### src/rtl/pdpwm_pkg.sv
package pdpwm_pkg;

    localparam int NCAR = 3;
    localparam int LVLW = 2;

    typedef enum logic [1:0] {
        ST_IDLE = 2'd0,
        ST_POS  = 2'd1,
        ST_NEG  = 2'd2
    } hb_state_e;

    typedef struct packed {
        logic par_lo;
        logic par_hi;
        logic bridge;
        logic cascade;
    } src_gate_t;

    typedef struct packed {
        logic left_hi;
        logic left_lo;
        logic right_hi;
        logic right_lo;
    } hb_gate_t;

    function automatic src_gate_t src_decode(input logic [LVLW-1:0] lvl);
        src_gate_t g;
        g = '0;
        unique case (lvl)
            2'd0: g = '0;
            2'd1: begin
                g.par_lo = 1'b1;
                g.par_hi = 1'b1;
            end
            2'd2: g.bridge = 1'b1;
            2'd3: begin
                g.bridge  = 1'b1;
                g.cascade = 1'b1;
            end
            default: g = '0;
        endcase
        return g;
    endfunction

    function automatic hb_gate_t hb_decode(input logic [LVLW-1:0] lvl, input hb_state_e st);
        hb_gate_t g;
        g = '0;
        if (st != ST_IDLE) begin
            if (lvl == '0) begin
                g.left_lo  = 1'b1;
                g.right_lo = 1'b1;
            end else if (st == ST_POS) begin
                g.left_hi  = 1'b1;
                g.right_lo = 1'b1;
            end else begin
                g.right_hi = 1'b1;
                g.left_lo  = 1'b1;
            end
        end
        return g;
    endfunction

endpackage

### src/rtl/pdpwm_carrier.sv
module pdpwm_carrier #(
    parameter int BAND = 64,
    parameter int DIV  = 195,
    localparam int TW  = $clog2(BAND + 1)
) (
    input  logic          clk,
    input  logic          rst,
    input  logic          en,
    output logic [TW-1:0] tri_val,
    output logic          period_end
);

    localparam int PHW  = $clog2(2 * BAND);
    localparam int DVW  = (DIV > 1) ? $clog2(DIV) : 1;
    localparam int PH_LAST = 2 * BAND - 1;

    logic [DVW-1:0] div_q;
    logic [PHW-1:0] ph_q;
    logic           tick;

    assign tick = (div_q == DVW'(DIV - 1));

    always_ff @(posedge clk) begin
        if (rst || !en) begin
            div_q <= '0;
            ph_q  <= '0;
        end else if (tick) begin
            div_q <= '0;
            ph_q  <= (ph_q == PHW'(PH_LAST)) ? '0 : ph_q + 1'b1;
        end else begin
            div_q <= div_q + 1'b1;
        end
    end

    always_comb begin
        int ph_i;
        ph_i = int'(ph_q);
        if (ph_i <= BAND) tri_val = TW'(ph_i);
        else              tri_val = TW'(2 * BAND - ph_i);
    end

    assign period_end = tick && (ph_q == PHW'(PH_LAST));

    assert_tri_range_R1: assert property (@(posedge clk) disable iff (rst)
        int'(tri_val) <= BAND);

    assert_tri_step_R1: assert property (@(posedge clk) disable iff (rst)
        (en && tick) |=> (!en || (int'(tri_val) - int'($past(tri_val)) == 1)
                              || (int'($past(tri_val)) - int'(tri_val) == 1)));

    assert_tri_hold_R1: assert property (@(posedge clk) disable iff (rst)
        (en && !tick) |=> (!en || $stable(tri_val)));

endmodule

### src/rtl/pdpwm_ref.sv
module pdpwm_ref #(
    parameter int BAND = 64,
    parameter int QTR  = 10,
    parameter int MW   = 8,
    localparam int FS   = 3 * BAND,
    localparam int MAGW = $clog2(FS + 1)
) (
    input  logic            clk,
    input  logic            rst,
    input  logic            en,
    input  logic            period_end,
    input  logic [MW-1:0]   mod_idx,
    output logic [MAGW-1:0] mag,
    output logic            want_neg
);

    localparam int HALF = 2 * QTR;
    localparam int NSMP = 4 * QTR;
    localparam int SW   = $clog2(NSMP);
    localparam int PW   = MAGW + MW;

    function automatic int sine_pt(input int qi);
        int a;
        a = qi * (HALF - qi);
        return (FS * 16 * a) / (5 * HALF * HALF - 4 * a);
    endfunction

    logic [MAGW-1:0] qtab [QTR+1];

    for (genvar g = 0; g <= QTR; g++) begin : g_tab
        assign qtab[g] = MAGW'(sine_pt(g));
    end

    logic [SW-1:0]  s_q;
    logic [MW-1:0]  m_q;
    logic           fund_end;
    logic [PW-1:0]  prod;

    assign fund_end = period_end && (s_q == SW'(NSMP - 1));

    always_ff @(posedge clk) begin
        if (rst) begin
            s_q <= '0;
            m_q <= '0;
        end else if (!en) begin
            s_q <= '0;
            m_q <= mod_idx;
        end else if (period_end) begin
            if (fund_end) begin
                s_q <= '0;
                m_q <= mod_idx;
            end else begin
                s_q <= s_q + 1'b1;
            end
        end
    end

    always_comb begin
        int s_i;
        int j;
        int qi;
        s_i      = int'(s_q);
        want_neg = (s_i >= HALF);
        j        = want_neg ? s_i - HALF : s_i;
        qi       = (j <= QTR) ? j : HALF - j;
        prod     = PW'(qtab[qi]) * PW'(m_q);
        mag      = MAGW'(prod >> MW);
    end

    assert_mag_range_R2: assert property (@(posedge clk) disable iff (rst)
        int'(mag) <= FS);

    assert_sample_hold_R2: assert property (@(posedge clk) disable iff (rst)
        (en && !period_end) |=> (!en || $stable(s_q)));

    assert_mod_hold_R7: assert property (@(posedge clk) disable iff (rst)
        (en && !fund_end) |=> (!en || $stable(m_q)));

endmodule

### src/rtl/pdpwm_level.sv
module pdpwm_level #(
    parameter int BAND = 64,
    localparam int TW   = $clog2(BAND + 1),
    localparam int MAGW = $clog2(3 * BAND + 1)
) (
    input  logic [MAGW-1:0]               mag,
    input  logic [TW-1:0]                 tri_val,
    output logic [pdpwm_pkg::LVLW-1:0]    lvl_nx
);

    import pdpwm_pkg::*;

    logic [NCAR-1:0] above;

    for (genvar k = 0; k < NCAR; k++) begin : g_car
        assign above[k] = int'(mag) > (k * BAND + int'(tri_val));
    end

    always_comb begin
        lvl_nx = '0;
        for (int k = 0; k < NCAR; k++) begin
            lvl_nx = lvl_nx + LVLW'(above[k]);
        end
    end

endmodule

### src/rtl/pdpwm_gate_fsm.sv
module pdpwm_gate_fsm
    import pdpwm_pkg::*;
(
    input  logic             clk,
    input  logic             rst,
    input  logic             en,
    input  logic             want_neg,
    input  logic [LVLW-1:0]  lvl_nx,
    output src_gate_t        src_g,
    output hb_gate_t         hb_g,
    output logic [LVLW-1:0]  level_q,
    output logic             neg_q
);

    hb_state_e state, state_nx;

    always_ff @(posedge clk) begin
        if (rst) state <= ST_IDLE;
        else     state <= state_nx;
    end

    always_comb begin
        state_nx = state;
        unique case (state)
            ST_IDLE: begin
                if (en) state_nx = want_neg ? ST_NEG : ST_POS;
            end
            ST_POS: begin
                if (!en)                            state_nx = ST_IDLE;
                else if (want_neg && lvl_nx == '0)  state_nx = ST_NEG;
            end
            ST_NEG: begin
                if (!en)                            state_nx = ST_IDLE;
                else if (!want_neg && lvl_nx == '0) state_nx = ST_POS;
            end
            default: state_nx = ST_IDLE;
        endcase
    end

    always_ff @(posedge clk) begin
        if (rst || !en) begin
            src_g   <= '0;
            hb_g    <= '0;
            level_q <= '0;
        end else begin
            src_g   <= src_decode(lvl_nx);
            hb_g    <= hb_decode(lvl_nx, state_nx);
            level_q <= lvl_nx;
        end
    end

    assign neg_q = (state == ST_NEG);

    assert_flip_at_zero_R6: assert property (@(posedge clk) disable iff (rst)
        (($past(state) == ST_POS && state == ST_NEG) ||
         ($past(state) == ST_NEG && state == ST_POS)) |-> (level_q == '0));

    assert_leg_exclusive_R5: assert property (@(posedge clk) disable iff (rst)
        !(hb_g.left_hi && hb_g.left_lo) && !(hb_g.right_hi && hb_g.right_lo));

    assert_src_exclusive_R4: assert property (@(posedge clk) disable iff (rst)
        !((src_g.par_lo || src_g.par_hi) && (src_g.bridge || src_g.cascade)));

    assert_stop_dark_R8: assert property (@(posedge clk) disable iff (rst)
        !en |=> (src_g == '0 && hb_g == '0 && level_q == '0 && !neg_q));

endmodule

### src/rtl/pdpwm_gate_gen.sv
module pdpwm_gate_gen #(
    parameter int BAND = 64,
    parameter int DIV  = 195,
    parameter int QTR  = 10,
    parameter int MW   = 8
) (
    input  logic          clk,
    input  logic          rst,
    input  logic          en,
    input  logic [MW-1:0] mod_idx,
    output logic          g_par_lo,
    output logic          g_par_hi,
    output logic          g_bridge,
    output logic          g_cascade,
    output logic          hb_left_hi,
    output logic          hb_left_lo,
    output logic          hb_right_hi,
    output logic          hb_right_lo,
    output logic [1:0]    level,
    output logic          out_neg
);

    import pdpwm_pkg::*;

    localparam int TW   = $clog2(BAND + 1);
    localparam int MAGW = $clog2(3 * BAND + 1);

    logic [TW-1:0]   tri_val;
    logic            period_end;
    logic [MAGW-1:0] mag;
    logic            want_neg;
    logic [LVLW-1:0] lvl_nx;
    logic [LVLW-1:0] level_q;
    src_gate_t       src_g;
    hb_gate_t        hb_g;

    pdpwm_carrier #(.BAND(BAND), .DIV(DIV)) u_car (
        .clk        (clk),
        .rst        (rst),
        .en         (en),
        .tri_val    (tri_val),
        .period_end (period_end)
    );

    pdpwm_ref #(.BAND(BAND), .QTR(QTR), .MW(MW)) u_ref (
        .clk        (clk),
        .rst        (rst),
        .en         (en),
        .period_end (period_end),
        .mod_idx    (mod_idx),
        .mag        (mag),
        .want_neg   (want_neg)
    );

    pdpwm_level #(.BAND(BAND)) u_lvl (
        .mag     (mag),
        .tri_val (tri_val),
        .lvl_nx  (lvl_nx)
    );

    pdpwm_gate_fsm u_fsm (
        .clk      (clk),
        .rst      (rst),
        .en       (en),
        .want_neg (want_neg),
        .lvl_nx   (lvl_nx),
        .src_g    (src_g),
        .hb_g     (hb_g),
        .level_q  (level_q),
        .neg_q    (out_neg)
    );

    assign g_par_lo    = src_g.par_lo;
    assign g_par_hi    = src_g.par_hi;
    assign g_bridge    = src_g.bridge;
    assign g_cascade   = src_g.cascade;
    assign hb_left_hi  = hb_g.left_hi;
    assign hb_left_lo  = hb_g.left_lo;
    assign hb_right_hi = hb_g.right_hi;
    assign hb_right_lo = hb_g.right_lo;
    assign level       = level_q;

endmodule

### config.mk
export PLATFORM = sky130hd
export DESIGN_NAME = pdpwm_gate_gen
export DESIGN_NICKNAME = d
export VERILOG_FILES = /design/src/rtl/pdpwm_pkg.sv /design/src/rtl/pdpwm_carrier.sv /design/src/rtl/pdpwm_ref.sv /design/src/rtl/pdpwm_level.sv /design/src/rtl/pdpwm_gate_fsm.sv /design/src/rtl/pdpwm_gate_gen.sv
export SDC_FILE = /design/constraint.sdc
export NUM_CORES = 1
export LEC_CHECK = 0
export BUFFER_PORTS_ARGS = -buffer_cell sky130_fd_sc_hd__buf_4
export CAP_MARGIN = 25
export CORE_ASPECT_RATIO = 0.9
export CORE_MARGIN = 3
export CORE_UTILIZATION = 45
export DETAILED_ROUTE_END_ITERATION = 7
export PLACE_DENSITY_LB_ADDON = 0.08
export SYNTH_ARGS = -nofsm -noshare
export SYNTH_HDL_FRONTEND = slang
export SYNTH_HIERARCHICAL = 1
export SYNTH_SLANG_ARGS = --single-unit
### constraint.sdc
create_clock -name clk -period 18.7 [get_ports clk]
set_input_delay 1.87 -clock clk [delete_from_list [all_inputs] [get_ports clk]]
set_output_delay 1.87 -clock clk [all_outputs]
set_load 0.01 [all_outputs]
## Word-level counts from Yosys, hierarchy flattened

Memories as Yosys holds them, arrays and structs flattened.
Index checks and enable logic that the tools add are counted.

- Logic and storage cells: 87
- Memories kept: 1
- Input bits: 11
- ROM bits: 128
- Bits in registers: 41

- Magnitude comparators: 7
- Bitwise operators: 3
- Add/sub/neg operators: 10
- Eq/ne operators: 11
- $mul: 1
- Reductions and logical operators: 16
- Muxes and demuxes: 24

Memories:

| name | words | width | read ports | clocked after memory_dff | wr ports | line | source |
|---|---|---|---|---|---|---|---|
| (no name shown) | 16 | 8 | 1 | 0 | 0 | pdpwm_ref.sv:66 | `prod = PW'(qtab[qi]) * PW'(m_q);` |

Operator list:

| kind | count |
|---|---|
| $gt A9 B32 Y1 | 2 |
| $mux W32 | 2 |
| $mux W8 | 5 |
| $ge A32 B5 Y1 const B | 1 |
| $le A32 B5 Y1 const B | 1 |
| $not A32 Y32 | 1 |
| $sub A6 B32 Y32 const A | 1 |
| $mul A8 B8 Y16 | 1 |
| $mux W2 | 8 |
| $mux W7 | 2 |
| $add A8 B7 Y9 const A | 1 |
| $add A7 B7 Y8 const A | 1 |
| $add A8 B1 Y8 const B | 1 |
| $eq A8 B8 Y1 const B | 1 |
| $gt A8 B7 Y1 | 1 |
| $reduce_or A2 Y1 | 4 |
| $add A7 B1 Y7 const B | 1 |
| $eq A7 B7 Y1 const B | 1 |
| $le A7 B7 Y1 const B | 1 |
| $sub A1 B7 Y7 const A | 1 |
| $sub A6 B5 Y7 const B | 1 |
| $add A6 B1 Y6 const B | 1 |
| $eq A2 B1 Y1 const B | 3 |
| $eq A2 B2 Y1 const B | 3 |
| 16 further kinds | 27 |

## Longest topological paths before layout

- Word-level depth: 20
- Mapped depth: 38
- Mapped depth without buffers: 36

## Modules after synthesis

Netlist, hierarchy kept.

Modules (own cells, without submodules):

| module | area an instance (µm²) | cells each | instances |
|---|---|---|---|
| pdpwm_ref | 3088.0 | 345 | 1 |
| pdpwm_carrier | 872.1 | 97 | 1 |
| pdpwm_gate_fsm | 402.9 | 38 | 1 |
| pdpwm_level | 299.0 | 37 | 1 |

## Least setup slack after synthesis

Ideal clock, no wire load.

- Kind: register to register
- From: reg u_ref.s_q[2]
- To: reg u_fsm.state[0]
- Path slack: 10.635 ns
- Setup time: 0.120 ns
- Period minus slack after synthesis: 8.065 ns
- Arrival: 7.945 ns
- Path buffers: 1
- Required time: 18.580 ns
- Cell stages (with the launch flop): 36
- Path through: dfxtp_1 -> buf_6 -> inv_1 -> ha_1 -> inv_1 -> a21oi_1 -> o32ai_1 -> nor3b_4 -> inv_1 -> ha_1 -> mux2i_1 -> mux2i_2 -> nor2b_1 -> fa_1 -> inv_1 -> fa_1 -> inv_1 -> fa_1 -> fa_1 -> ha_1 -> a21o_1 -> a21o_1 -> a21o_1 -> nand4_1 -> o21ai_2 -> or2_0 -> o311ai_1 -> ha_1 -> and2b_1 -> and3_1 -> o21ai_0 -> a22oi_1 -> fa_1 -> nor2_2 -> nor3b_1 -> o31a_1

- Longest elaborated chain between the ends: 17

RTL lines:

| element | line | source |
|---|---|---|
| start: declaration | pdpwm_ref.sv:34 | `logic [SW-1:0] s_q;` |
| start signal: assignment | pdpwm_ref.sv:53 | `s_q <= s_q + 1'b1;` |
| $sub A6 B5 Y7 / $ge A6 B5 Y1 (equally long branches) | pdpwm_ref.sv:64, pdpwm_ref.sv:63 |  |
| $mux W32 * | pdpwm_ref.sv:64 | `j = want_neg ? s_i - HALF : s_i;` |
| $sub A6 B32 Y32 / $le A32 B5 Y1 (equally long branches) | pdpwm_ref.sv:65 | `qi = (j <= QTR) ? j : HALF - j;` |
| $mux W32 * | pdpwm_ref.sv:65 |  |
| $not A32 Y32 (not written as such) * | pdpwm_ref.sv:66 |  |
| $mem_v2 Z16 W8 * | - |  |
| $mux W8 (not written as such) * (2 in a row) | pdpwm_ref.sv:66 |  |
| $mul A8 B8 Y16 * | pdpwm_ref.sv:66 |  |
| named net mag[6] | pdpwm_gate_gen.sv:30 | `logic [MAGW-1:0] mag;` |
| [1 not listed] | - |  |
| $add A1 B1 Y2 | pdpwm_level.sv:22 | `lvl_nx = lvl_nx + LVLW'(above[k]);` |
| $add A2 B1 Y2 * | pdpwm_level.sv:22 |  |
| named net lvl_nx[0] | pdpwm_gate_gen.sv:32 | `logic [LVLW-1:0] lvl_nx;` |
| $logic_not A2 Y1 * | pdpwm_gate_fsm.sv:30, pdpwm_gate_fsm.sv:34 |  |
| $logic_and A1 B1 Y1 (on tied branches) | pdpwm_gate_fsm.sv:34, pdpwm_gate_fsm.sv:30 |  |
| $mux W2 (on tied branches) | pdpwm_gate_fsm.sv:34, pdpwm_gate_fsm.sv:30 |  |
| $mux W2 (on tied branches) | pdpwm_gate_fsm.sv:33, pdpwm_gate_fsm.sv:29 |  |
| $pmux W2 S3 * | pdpwm_gate_fsm.sv:24 | `unique case (state)` |
| end signal: assignment | pdpwm_gate_fsm.sv:19 | `else state <= state_nx;` |
| end: declaration | pdpwm_gate_fsm.sv:15 | `hb_state_e state, state_nx;` |

Mark *: on every way through the listed nets, which the timed path passes. The rest lies on a longest branch. The select of a mux whose other input is x is not followed.
A chain may end at the register's enable or synchronous reset.

## Worst setup path in the final report

Ends and elaborated chain as after synthesis.

==> results.yml <==
status:
  outcome: "complete, no violations"
final_layout:
  layout.nets: 636
  insertedDiodeCount: 0
  post_route_cells_drive_above_1_share: 0.122
  multi_input_comb_area_mm2: 0.00354
  stdcell_area_mm2: 0.00505
  n_fill_cell: 963
  layout-area-overhead-vs-synth_pct: 8.43
  final-seq-area_um2: 801
synthesis:
  syn-mean-instance-area_um2: 9.02
  yosys.area.top_type_share: 0.172
  synthesis.nets: 621
  synth-seq-area-share: 0.172
  synth.distinct_cells: 78
  post_synthesis_cell_area_mm2: 0.00466
  yosys_register_bits: 40
  synth-async-reset-ratio: 0
  ys_warn_count: 6
  synth_largest_area_cell: "dfxtp_1"
  synth-main-ff-cell: "dfxtp_1"
  synth_edf_count: 0
  synthesis.instances: 517
  ys_top_cells_by_area: "dfxtp_1 17%, fa_1 15%, ha_1 15%"
setup_path:
  crit_path_top_delay_cell: "fa_1"
  r2r_cells: 33
  cp_slowest_stage_delay_ns: 0.56
  worst_r2r_startpoint: "u_ref/s_q[2]"
  worst_setup_path_startpoint: "u_ref/s_q[2]"
  critical_path.max_fanout: 11
  timing.critical_path.mode_cell: "fa_1"
  end_kind: "register"
  worst_ep_required_ns: 18.87
  cp.arrival_ns: 9.11
  startpoint_type: "register"
  crit_type: "reg -> reg"
timing:
  fin_setup_tns_ns: 0
  timing.final.setup_violations: 0
  min_period_over_period: 0.478
  grt_setup_unrepaired: "no"
  slew_headroom: 0.584
  timing_hold_violations_final: 0
  final_max_slew_viol_count: 0
  transition_at_the_pin_with_the_smallest_max_transition_slack_ns: 0.621
  fmaxAchievable_mhz: 112
  finalClockSkew_ns: 0.00585
  period_minus_slack_ns: 8.94
die:
  chipHeight_um: 103
  die_area_mm2: 0.0116
  die-width_um: 113
  initial_utilization: 0.472
  std_cell_rows: 34
  io_pins: 22
  core_area_mm2: 0.00987
clock_tree:
  cts_max_level: 2
  cts_num_sinks: 40
  clk_root_buffer_cell: "clkbuf_16"
  postCtsResizedCells: 0
  cts_buffers: 5
  cts.reportedPaths.clkPinSlew_ns: 0.06
  cts_max_path_buffers: 2
  post_cts.repair.setup_buffers: 0
  cts_hold_buf: 0
  tritoncts_clock_tree: "yes"
  clock_insertion_delay_worst_skew_ns: 0.28
place:
  port_bufs: 21
  gp_congestion: 0.840
  placement.cell_area_mm2: 0.00488
  dp.final_hpwl_um: 7740
detailed_routing:
  initialDrtViolationCount: 198
  post_drt_via_cell_ratio: 5.29
  number_of_routed_nets_with_antenna_violations: 0
  drt_drc_violations_left: 0
  detail_route.wl_per_cell_um: 14.3
  firstDrtPassIters: 4
  via_count: 3489
  wirelength_um: 9450
power:
  power.internal_uw: 155
  p_total_uw: 197
  p_leak_uw: 0.00239
  p_comb_frac: 0.041
  sw_frac_of_total: 0.216
  power-per-cell-area_mw_per_mm2: 39.0
  net-switching-power_uw: 42.5
  power.share.sequential: 0.457
  ir_drop_worst_vdd_uv: 50.6
  clockPowerShare: 0.502
worst_hold_path:
  timing.hold.worst.start: "u_car/div_q[0]"
  worst_hold_path.num_cells: 1
  worstHoldPathType: "reg -> reg"
global_routing:
  grt_use_total: 0.172
  global_route.overflow_total: 0
  grt_first_pass_wirelength_um: 16600
  grt_start_max_net_pins: 19
  initial_antenna_violation_count: 0
  first_global_vias: 3472
run:
  max_cap_violations: 0
-- area by class of cell --
type / count / share of cell area
Clock inverter: 3 / 0.00916
Inverter: 58 / 0.0431
Sequential cell: 40 / 0.158
Multi-Input combinational cell: 405 / 0.701
Timing Repair Buffer: 22 / 0.0327
Tap cell: 126 / 0.0312
Clock buffer: 5 / 0.0248
-- cell usage after synthesis (2+ instances only) --
cell,n
nor2_2,2
nand4_1,5
o31ai_1,2
xnor2_1,16
and3_1,4
o21a_1,2
xor2_1,11
nor4_1,4
or3b_4,2
a21oi_1,18
buf_2,2
nand2_1,27
and2_1,32
a21o_1,4
nor3_1,14
inv_1,58
nor2_1,44
o21ai_2,3
nor2b_1,22
mux2i_1,12
nand2b_1,7
o21ai_0,4
o21bai_1,4
or3_1,3
nor4_4,2
a21oi_2,5
o31ai_2,2
buf_4,4
nand3_1,12
ha_1,57
buf_6,4
dfxtp_1,40
fa_1,36
clkbuf_1,3
and2b_1,2
o21ai_1,6
-- cells in the final DEF (no fill, tap or decap), drive strengths merged, types with 2 or more instances in the layout --
| cell | count |
|---|---|
| or3 | 3 |
| dfxtp | 40 |
| o21a | 2 |
| o221ai | 2 |
| nor2 | 46 |
| and2 | 33 |
| o21bai | 4 |
| nor4 | 6 |
| o31ai | 5 |
| buf | 22 |
| clkbuf | 5 |
| xor2 | 11 |
| or2 | 3 |
| o211ai | 2 |
| xnor2 | 16 |
| nand2 | 27 |
| nand4 | 5 |
| nand2b | 7 |
| nor3b | 2 |
| and3 | 5 |
| and2b | 2 |
| mux2i | 14 |
| o21ai | 14 |
| inv | 59 |
| nor2b | 23 |
| nor3 | 15 |
| ha | 57 |
| or3b | 3 |
| fa | 36 |
| a21oi | 23 |
| a21o | 4 |
| nand3 | 12 |
-- worst max-delay path, delay by kind of cell, from the launching register on --
kind,cells,cell delay [ns]
AOI/OAI and AO/OA,10,2.11
adders and majority gates,9,3.74
buffers and inverters,4,0.40
DFF,1,0.42
muxes,2,0.56
and+or+nand+nor,8,1.60
-- final timing paths --
| kind | to | slack [ns] |
|---|---|---|
| setup / recovery | u_fsm/state[0] | 9.76 |
| hold / removal | u_car/div_q[0] | 0.46 |
| setup reg to reg | u_fsm/state[0] | 9.76 |
| hold reg to reg | u_car/div_q[0] | 0.46 |
-- sequential cells by signal (all words and copies together) (netlist names) --
register	flops
u_car/div_q	8
u_ref/s_q	6
u_fsm/src_g	3
u_fsm/state	2
u_ref/m_q	8
u_fsm/hb_g	4
u_car/ph_q	7
u_fsm/level_q	2
-- metrics by stage --
stage	util	setup WS, ns	std cells	hold slack [ns]
after floorplan	-	10.64	517	0.426
after global placement	0.495	10.11	651	0.439
after detailed placement	0.495	9.82	651	0.456
after CTS	0.512	9.79	659	0.473
after global routing	0.512	9.16	659	0.498
final	0.512	9.76	659	0.463
-- per-layer routing --
layer  up-vias  part of all wire  GRT usage
met5         -                 0          0
met4         0            0.0035     0.0296
met3         4             0.020     0.0158
met2        39              0.45      0.278
met1      1681              0.53      0.257
li1       1765                 -          -
-- power by group through the flow --
stage,logic [uW],clock network [uW],registers (uW)
2_1_floorplan,4.73,0,90.4
3_3_place_gp,8.16,0,91.8
3_5_place_dp,8.23,0,91.8
4_1_cts,8.29,102,89.9
5_1_grt,9.10,105,90.2
6_report,8.15,98.9,90.0
-- kinds of logic after synthesis --
logic type,Yosys count,synth area share
fa+ha+maj,93,0.308
mux,15,0.0360
flops,40,0.172
xor+xnor,27,0.0507
buf+inv,72,0.0684
simple gates,197,0.239
compound gates,73,0.127
(Power assumes the default switching activity.)
